<file path="src/rtl/adc_pkg.sv">
package adc_pkg;
  localparam int DIGIT_W = 4;
  localparam int DIGIT_RADIX = 10;

  typedef struct packed {
    logic capture;
    logic present;
  } adcStrobes_t;

  typedef struct packed {
    logic carry;
    logic overflow;
    logic zero;
    logic negative;
  } adcFlags_t;
endpackage

</file>
<file path="src/rtl/adc_digit_cell.sv">
module adc_digit_cell
  import adc_pkg::*;
(
  input  logic [DIGIT_W-1:0] digA,
  input  logic [DIGIT_W-1:0] digB,
  input  logic               digCin,
  output logic [DIGIT_W-1:0] rawLow,
  output logic [DIGIT_W-1:0] adjDigit,
  output logic               digCout
);
  localparam int SUM_W = DIGIT_W + 1;

  logic [SUM_W-1:0] digSum;
  logic [SUM_W-1:0] corrected;

  always_comb begin
    digSum    = SUM_W'(digA) + SUM_W'(digB) + SUM_W'(digCin);
    digCout   = (digSum >= SUM_W'(DIGIT_RADIX));
    corrected = digCout ? (digSum - SUM_W'(DIGIT_RADIX)) : digSum;
    rawLow    = digSum[DIGIT_W-1:0];
    adjDigit  = corrected[DIGIT_W-1:0];
  end
endmodule

</file>
<file path="src/rtl/adc_ctrl.sv">
module adc_ctrl
  import adc_pkg::*;
(
  input  logic        clk,
  input  logic        rst,
  input  logic        start,
  output adcStrobes_t strobes,
  output logic        validOut
);
  logic pendQ;

  always_ff @(posedge clk) begin
    if (rst) begin
      pendQ    <= 1'b0;
      validOut <= 1'b0;
    end else begin
      pendQ    <= start;
      validOut <= pendQ;
    end
  end

  always_comb begin
    strobes.capture = start;
    strobes.present = pendQ;
  end
endmodule

</file>
<file path="src/rtl/adc_datapath.sv">
module adc_datapath
  import adc_pkg::*;
#(
  parameter int DIGITS = 2
) (
  input  logic                       clk,
  input  logic                       rst,
  input  adcStrobes_t                strobes,
  input  logic [DIGITS*DIGIT_W-1:0]  accIn,
  input  logic [DIGITS*DIGIT_W-1:0]  operandIn,
  input  logic                       carryIn,
  input  logic                       decimalIn,
  output logic [DIGITS*DIGIT_W-1:0]  result,
  output adcFlags_t                  flags,
  output logic                       heldDecimal
);
  localparam int DATA_W = DIGITS * DIGIT_W;
  localparam int MSB    = DATA_W - 1;

  logic [DATA_W-1:0] accQ, opQ;
  logic              cinQ, decQ;

  always_ff @(posedge clk) begin
    if (rst) begin
      accQ <= '0;
      opQ  <= '0;
      cinQ <= 1'b0;
      decQ <= 1'b0;
    end else if (strobes.capture) begin
      accQ <= accIn;
      opQ  <= operandIn;
      cinQ <= carryIn;
      decQ <= decimalIn;
    end
  end

  // binary path
  logic [DATA_W:0]   binFull;
  logic [DATA_W-1:0] binByte;
  assign binFull = {1'b0, accQ} + {1'b0, opQ} + {{DATA_W{1'b0}}, cinQ};
  assign binByte = binFull[DATA_W-1:0];

  // decimal path: chain of digit cells
  logic [DIGITS:0]   chainCarry;
  logic [DATA_W-1:0] decByte;
  logic [DATA_W-1:0] rawDigits;
  assign chainCarry[0] = cinQ;

  genvar d;
  generate
    for (d = 0; d < DIGITS; d++) begin : g_digit
      adc_digit_cell u_cell (
        .digA     (accQ[d*DIGIT_W +: DIGIT_W]),
        .digB     (opQ[d*DIGIT_W +: DIGIT_W]),
        .digCin   (chainCarry[d]),
        .rawLow   (rawDigits[d*DIGIT_W +: DIGIT_W]),
        .adjDigit (decByte[d*DIGIT_W +: DIGIT_W]),
        .digCout  (chainCarry[d+1])
      );
    end
  endgenerate

  logic signsMatch;
  logic binOverflow, decOverflow;
  assign signsMatch  = (accQ[MSB] == opQ[MSB]);
  assign binOverflow = signsMatch && (opQ[MSB] != binByte[MSB]);
  // top digit bit taken before its correction
  assign decOverflow = signsMatch && (opQ[MSB] != rawDigits[MSB]);

  logic [DATA_W-1:0] nextResult;
  adcFlags_t         nextFlags;
  always_comb begin
    nextFlags.zero     = (binByte == '0);
    nextFlags.negative = binByte[MSB];
    if (decQ) begin
      nextResult         = decByte;
      nextFlags.carry    = chainCarry[DIGITS];
      nextFlags.overflow = decOverflow;
    end else begin
      nextResult         = binByte;
      nextFlags.carry    = binFull[DATA_W];
      nextFlags.overflow = binOverflow;
    end
  end

  always_ff @(posedge clk) begin
    if (rst) begin
      result      <= '0;
      flags       <= '0;
      heldDecimal <= 1'b0;
    end else if (strobes.present) begin
      result      <= nextResult;
      flags       <= nextFlags;
      heldDecimal <= decQ;
    end
  end
endmodule

</file>
<file path="src/rtl/dec_adc_unit.sv">
module dec_adc_unit
  import adc_pkg::*;
(
  input  logic       clk,
  input  logic       rst,
  input  logic       start,
  input  logic [7:0] accIn,
  input  logic [7:0] operandIn,
  input  logic       carryIn,
  input  logic       decimalIn,
  output logic [7:0] result,
  output logic       carryOut,
  output logic       overflowOut,
  output logic       zeroOut,
  output logic       negativeOut,
  output logic       validOut
);
  adcStrobes_t strobes;
  adcFlags_t   flags;
  logic        heldDecimal;

  adc_ctrl u_ctrl (
    .clk      (clk),
    .rst      (rst),
    .start    (start),
    .strobes  (strobes),
    .validOut (validOut)
  );

  adc_datapath #(.DIGITS(2)) u_dp (
    .clk         (clk),
    .rst         (rst),
    .strobes     (strobes),
    .accIn       (accIn),
    .operandIn   (operandIn),
    .carryIn     (carryIn),
    .decimalIn   (decimalIn),
    .result      (result),
    .flags       (flags),
    .heldDecimal (heldDecimal)
  );

  assign carryOut    = flags.carry;
  assign overflowOut = flags.overflow;
  assign zeroOut     = flags.zero;
  assign negativeOut = flags.negative;
endmodule

</file>
<file path="config.mk">
export PLATFORM = sky130hd
export DESIGN_NAME = dec_adc_unit
export DESIGN_NICKNAME = d
export VERILOG_FILES = /design/src/rtl/adc_pkg.sv /design/src/rtl/adc_digit_cell.sv /design/src/rtl/adc_ctrl.sv /design/src/rtl/adc_datapath.sv /design/src/rtl/dec_adc_unit.sv
export SDC_FILE = /design/constraint.sdc
export NUM_CORES = 1
export LEC_CHECK = 0
export CAP_MARGIN = 10
export CORE_MARGIN = 2
export CORE_UTILIZATION = 42
export DETAILED_ROUTE_END_ITERATION = 10
export PLACE_DENSITY = 0.65
export RECOVER_POWER = 100
export SLEW_MARGIN = 20
export SYNTH_ARGS = -nofsm -noshare
export SYNTH_HDL_FRONTEND = slang
export SYNTH_SLANG_ARGS = --single-unit
</file>
<file path="constraint.sdc">
create_clock -name clk -period 5.6 [get_ports clk]
set_clock_uncertainty 0.05 [all_clocks]
set_input_delay 1.68 -clock clk [delete_from_list [all_inputs] [get_ports clk]]
set_output_delay 1.68 -clock clk [all_outputs]
set_load 0.01 [all_outputs]
</file>
Word-level counts from Yosys, hierarchy flattened --
Index checks and enable logic that the tools add are counted.
Cells by class: add/sub/neg operators 8, $lt $le $gt $ge 2, equal/unequal tests 3, mux-type cells 4, reductions and logical operators 3
Operators by type and width (number):
- 4-bit by 4-bit adder with 5-bit output | 2
- 5-bit by 1-bit adder with 5-bit output | 2
- 5-bit by 4-bit greater-or-equal comparator with 1-bit output, second input constant | 2
- 8-bit by 8-bit adder with 9-bit output | 1
- 9-bit by 1-bit adder with 9-bit output | 1
- 8-bit logical NOT | 1
- 4-bit 2-to-1 mux | 2
- 8-bit 2-to-1 mux | 1
- 4-bit subtractor, second input constant | 2
- 1-bit logical AND | 2
- 2-bit 2-to-1 mux | 1
- 1-bit inequality test | 2
- 1-bit == test | 1
Word-level totals: register bits 32, input port bits 21, output and inout bits 13, word-level logic and storage cells 31

Longest topological paths before layout --
word-level depth 7, depth in mapped cells 19, gate-level depth less buffers 19

Cells and area by module --
Synthesis repeated with hierarchy kept, for this count alone.
Unflattened totals: cells, all modules 259, area total of the unflattened synthesis 2250.9 µm²
Modules (own cells, without submodules):
- adc_datapath | instances 1, cells each 179, area an instance 1620.3 µm², sequential area each 620.6 µm²
- adc_digit_cell | instances 2, cells each 37, area an instance 281.5 µm², sequential area each 0.0 µm²
- adc_ctrl | instances 1, cells each 6, area an instance 67.6 µm², sequential area each 40.0 µm²

Worst setup path after synthesis --
No wires, ideal clock.
path type reg2reg, from register u_dp.opQ[0], to register u_dp.result[5], setup time 0.062 ns, arrival time 4.000 ns, data required time 5.488 ns, slack 1.488 ns, cell stages (with the launch flop) 17, path buffers 0, clock period less this slack 4.112 ns, path through dfxtp_1 > fa_1 > inv_1 > fa_1 > ha_1 > o31a_1 > o31ai_2 > fa_1 > inv_1 > fa_1 > xnor2_2 > inv_1 > ha_1 > o31ai_2 > a2111o_1 > a2111o_1 > nand3b_1
On the way: word-level cells in the longest chain between the ends 7, elaborated cells on any way between the ends 10, classes of those cells add/sub: 6; order compare: 2; mux: 2
RTL lines:
- start, declared | RTL line adc_datapath.sv:20 | logic [DATA_W-1:0] accQ, opQ;
- start signal, assigned | RTL line adc_datapath.sv:31 | opQ <= operandIn;
- 4-bit by 4-bit adder with 5-bit output | RTL line adc_digit_cell.sv:17 | digSum = SUM_W'(digA) + SUM_W'(digB) + SUM_W'(digCin);
- 5-bit by 1-bit adder with 5-bit output | RTL line adc_digit_cell.sv:17
- 5-bit by 4-bit greater-or-equal comparator with 1-bit output | RTL line adc_digit_cell.sv:18 | digCout = (digSum >= SUM_W'(DIGIT_RADIX));
- 5-bit by 1-bit adder with 5-bit output | RTL line adc_digit_cell.sv:17
- 4-bit subtractor / 5-bit by 4-bit greater-or-equal comparator with 1-bit output (equally long branches) | RTL line adc_digit_cell.sv:19, adc_digit_cell.sv:18
- 4-bit 2-to-1 mux | RTL line adc_digit_cell.sv:19 | corrected = digCout ? (digSum - SUM_W'(DIGIT_RADIX)) : digSum;
- 8-bit 2-to-1 mux * | RTL line adc_datapath.sv:75 | if (decQ) begin
- end signal, assigned | RTL line adc_datapath.sv:92 | result <= nextResult;
- end, declared | RTL line adc_datapath.sv:13 | output logic [DIGITS*DIGIT_W-1:0] result,
Every way passes the cells marked *; elsewhere a longest branch is shown, timed or not. A chain may end at the register's enable or synchronous reset.

Worst setup path in the final report --
Same ends and word-level chain as after synthesis.

==> run_results.csv <==
group,metric,value,unit
clocking,postCtsSetupRepairBufs,0,
logic_synthesis,syn_inst,225,
run_status,status,"finished, final reports clean",
route,wl_met3,168,µm
final_layout,syn2layout_area_growth,23.1,%
power,power_leakage,1.04,nW
setup_path,start_kind,"register",
logic_synthesis,syn_nets,259,
die,die_area,5270,µm²
route,ant_nets,0,
power,peakVddDrop,0.166,mV
power,totalPowerFinal,0.000634,W
global_route,first_global_vias,1505,
logic_synthesis,ys.flop_type,"dfxtp_1",
power,power_density,261,nW/µm²
setup_path,cp.required,5.77,ns
global_route,grt_pass1_wl,7.17,mm
logic_synthesis,yosys_warnings,0,
timing,period_minus_slack,4.58,ns
route,first_iter_violations,131,
route,drtPass1Iterations,4,
route,vias,1655,
setup_path,path_class,"register to register",
clocking,cts-buffers-inserted,5,
route,drt-met1-wl,2.12,mm
placed_design,dpl.hpwl,3.10,mm
final_layout,final_net_count,289,
clocking,clock_latency,0.28,ns
die,coreArea,4440,µm²
final_layout,finalNonFillerCells,308,
timing,rsz0062_at_grt,"no",
route,drc,0,
global_route,grt_usage,17.2,%
global_route,grt_start_max_net_pins,35,
setup_path,cp_data_arrival_time,4.75,ns
timing,setup_viol,0,
die,die_y,72.6,µm
logic_synthesis,synthesis.area,1980,µm²
logic_synthesis,syn_area_per_cell,8.78,µm²
setup_path,path_max_fanout,5,
placed_design,place_area,2330,µm²
placed_design,place_inst,300,
clocking,cts_tree,"built",
logic_synthesis,synthArstFlopShare,0,%
clocking,path_clk_slew,0.07,ns
placed_design,io_buffers,33,
clocking,htreeDepth,2,
die,io_pins,34,
timing,worst_slew_margin_rel,5.12,%
clocking,cts_resized,0,
logic_synthesis,ys_ff_latch,32,
final_layout,drive_gt1_share,6.64,%
timing,fmax,218,MHz
final_layout,diodes,0,
clocking,clockRootBuffer,"clkbuf_8",
setup_path,endpoint_kind,"register",
logic_synthesis,seq_area_frac_synth,32.4,%
final_layout,final_cell_mix,"nor2_1 (32), dfxtp_1 (32), mux2i_1 (25)",
global_route,antenna_found_initial,0,
final_layout,finish.instance_area,2430,µm²
route,wl_met2,1.75,mm
placed_design,place.gp.congestion,0.898,
clocking,clock-sinks,32,
timing,hold_viol,0,
run,max_cap_violations,0,
route,dr.max_layer_used,"met4",
timing,period_share,81.7,%
die,die_w,72.6,µm
logic_synthesis,synth_edf_count,0,
route,wl_per_cell,13.2,µm
timing,totalNegativeSetupSlack,0,ns
route,wirelength,4.05,mm
worst_hold_path,hp-class,"register to register",
logic_synthesis,synth_cell_types,47,
clocking,hold_buffers,0,
timing,maxSlewViolCount,0,
die,row_count,24,
timing,worstMarginPinSlew,1.42,ns
global_route,grt_overflow_total,0,
route,via_per_inst,5.37,
die,start_util,44.5,%
clocking,clockBufferDepth,2,
through the flow:
stage          worst slack [ns]  hold slack [ns]  utilization (%)
6_report                   1.02            0.406             54.7
5_1_grt                   0.699            0.444             54.7
4_1_cts                    1.15            0.412             55.3
3_5_place_dp               1.18            0.396             52.4
3_3_place_gp               1.28            0.396             52.4
2_1_floorplan              1.49            0.415                -
worst max-delay path, cell delays in order (launching register included):
cell,delay (ns)
dfxtp_1,0.33
fa_1,0.46
inv_1,0.09
fa_1,0.49
ha_1,0.25
o31a_1,0.10
o31ai_1,0.48
fa_1,0.32
inv_1,0.06
fa_1,0.40
xnor2_1,0.17
inv_1,0.08
ha_1,0.16
o31ai_1,0.09
a2111o_1,0.47
a2111o_1,0.42
nand3b_1,0.08
synth_stat cells, types with 2 or more instances:
master	number	area (µm²)
nor3b_1	3	22.5
a2111o_1	2	22.5
o31ai_1	2	15.0
nor2b_1	6	37.5
nand3_1	5	25.0
xor2_1	2	17.5
a211oi_1	2	15.0
o21bai_1	2	15.0
a21oi_1	5	25.0
a311oi_1	4	35.0
nand4b_1	2	17.5
nand2b_1	7	43.8
buf_2	5	25.0
or2_2	2	12.5
a31oi_1	4	25.0
dfxtp_1	32	641
xnor2_1	3	26.3
ha_1	9	113
clkbuf_1	6	22.5
mux2i_1	25	250
nand2_1	15	56.3
nor2_1	32	120
fa_1	4	80.1
inv_1	14	52.6
o21ai_0	7	35.0
or3_1	2	12.5
and2_1	2	12.5
o31ai_2	2	25.0
layout make-up:
class,instances,area (µm²)
inverter,14,52.6
fill,423,2010
sequential,32,641
tap,52,65.1
clock buffer,7,96.3
multi-input combinational,168,1220
timing repair buffer,34,329
clock inverter,1,30.0
flip-flops by register name, summed over array words and instances (netlist names):
signal           count
u_dp.opQ             8
u_dp.cinQ            1
u_ctrl.validOut      1
u_dp.flags           4
u_ctrl.pendQ         1
u_dp.accQ            8
u_dp.decQ            1
u_dp.result          8
report_power, final:
group	switching, W	leakage, nW	internal (W)	total [W]
logic	0.0000725	0.716	0.0000679	0.000140
clock network	0.0000830	0.0645	0.000157	0.000240
registers	0.0000118	0.263	0.000241	0.000253
total	0.000167	1.04	0.000466	0.000634
path summary, 6_finish.rpt:
kind / start / to / slack [ns] / depth (start not counted)
setup / recovery: u_dp.opQ[0] / u_dp.result[5] / 1.02 / 16
hold / removal: u_dp.flags[2] / u_dp.flags[2] / 0.41 / 2
setup reg to reg: u_dp.opQ[0] / u_dp.result[5] / 1.02 / 16
hold reg to reg: u_dp.flags[2] / u_dp.flags[2] / 0.41 / 2
per-layer routing:
metal	up-vias	GRT usage (%)
met5	-	0
met4	0	4.32
met3	2	3.59
met2	34	25.7
met1	766	25.3
li1	853	-
kinds of logic after synthesis:
family | after synthesis | synth area share, %
buffers and inverters | 25 | 5.07
muxes | 25 | 12.7
DFF | 32 | 32.4
AOI/OAI and AO/OA | 43 | 16.5
xor gates and xnor gates | 6 | 3.04
and+or+nand+nor | 81 | 20.5
adders and majority gates | 13 | 9.75
Note: power is estimated with default switching activity, not from simulation.
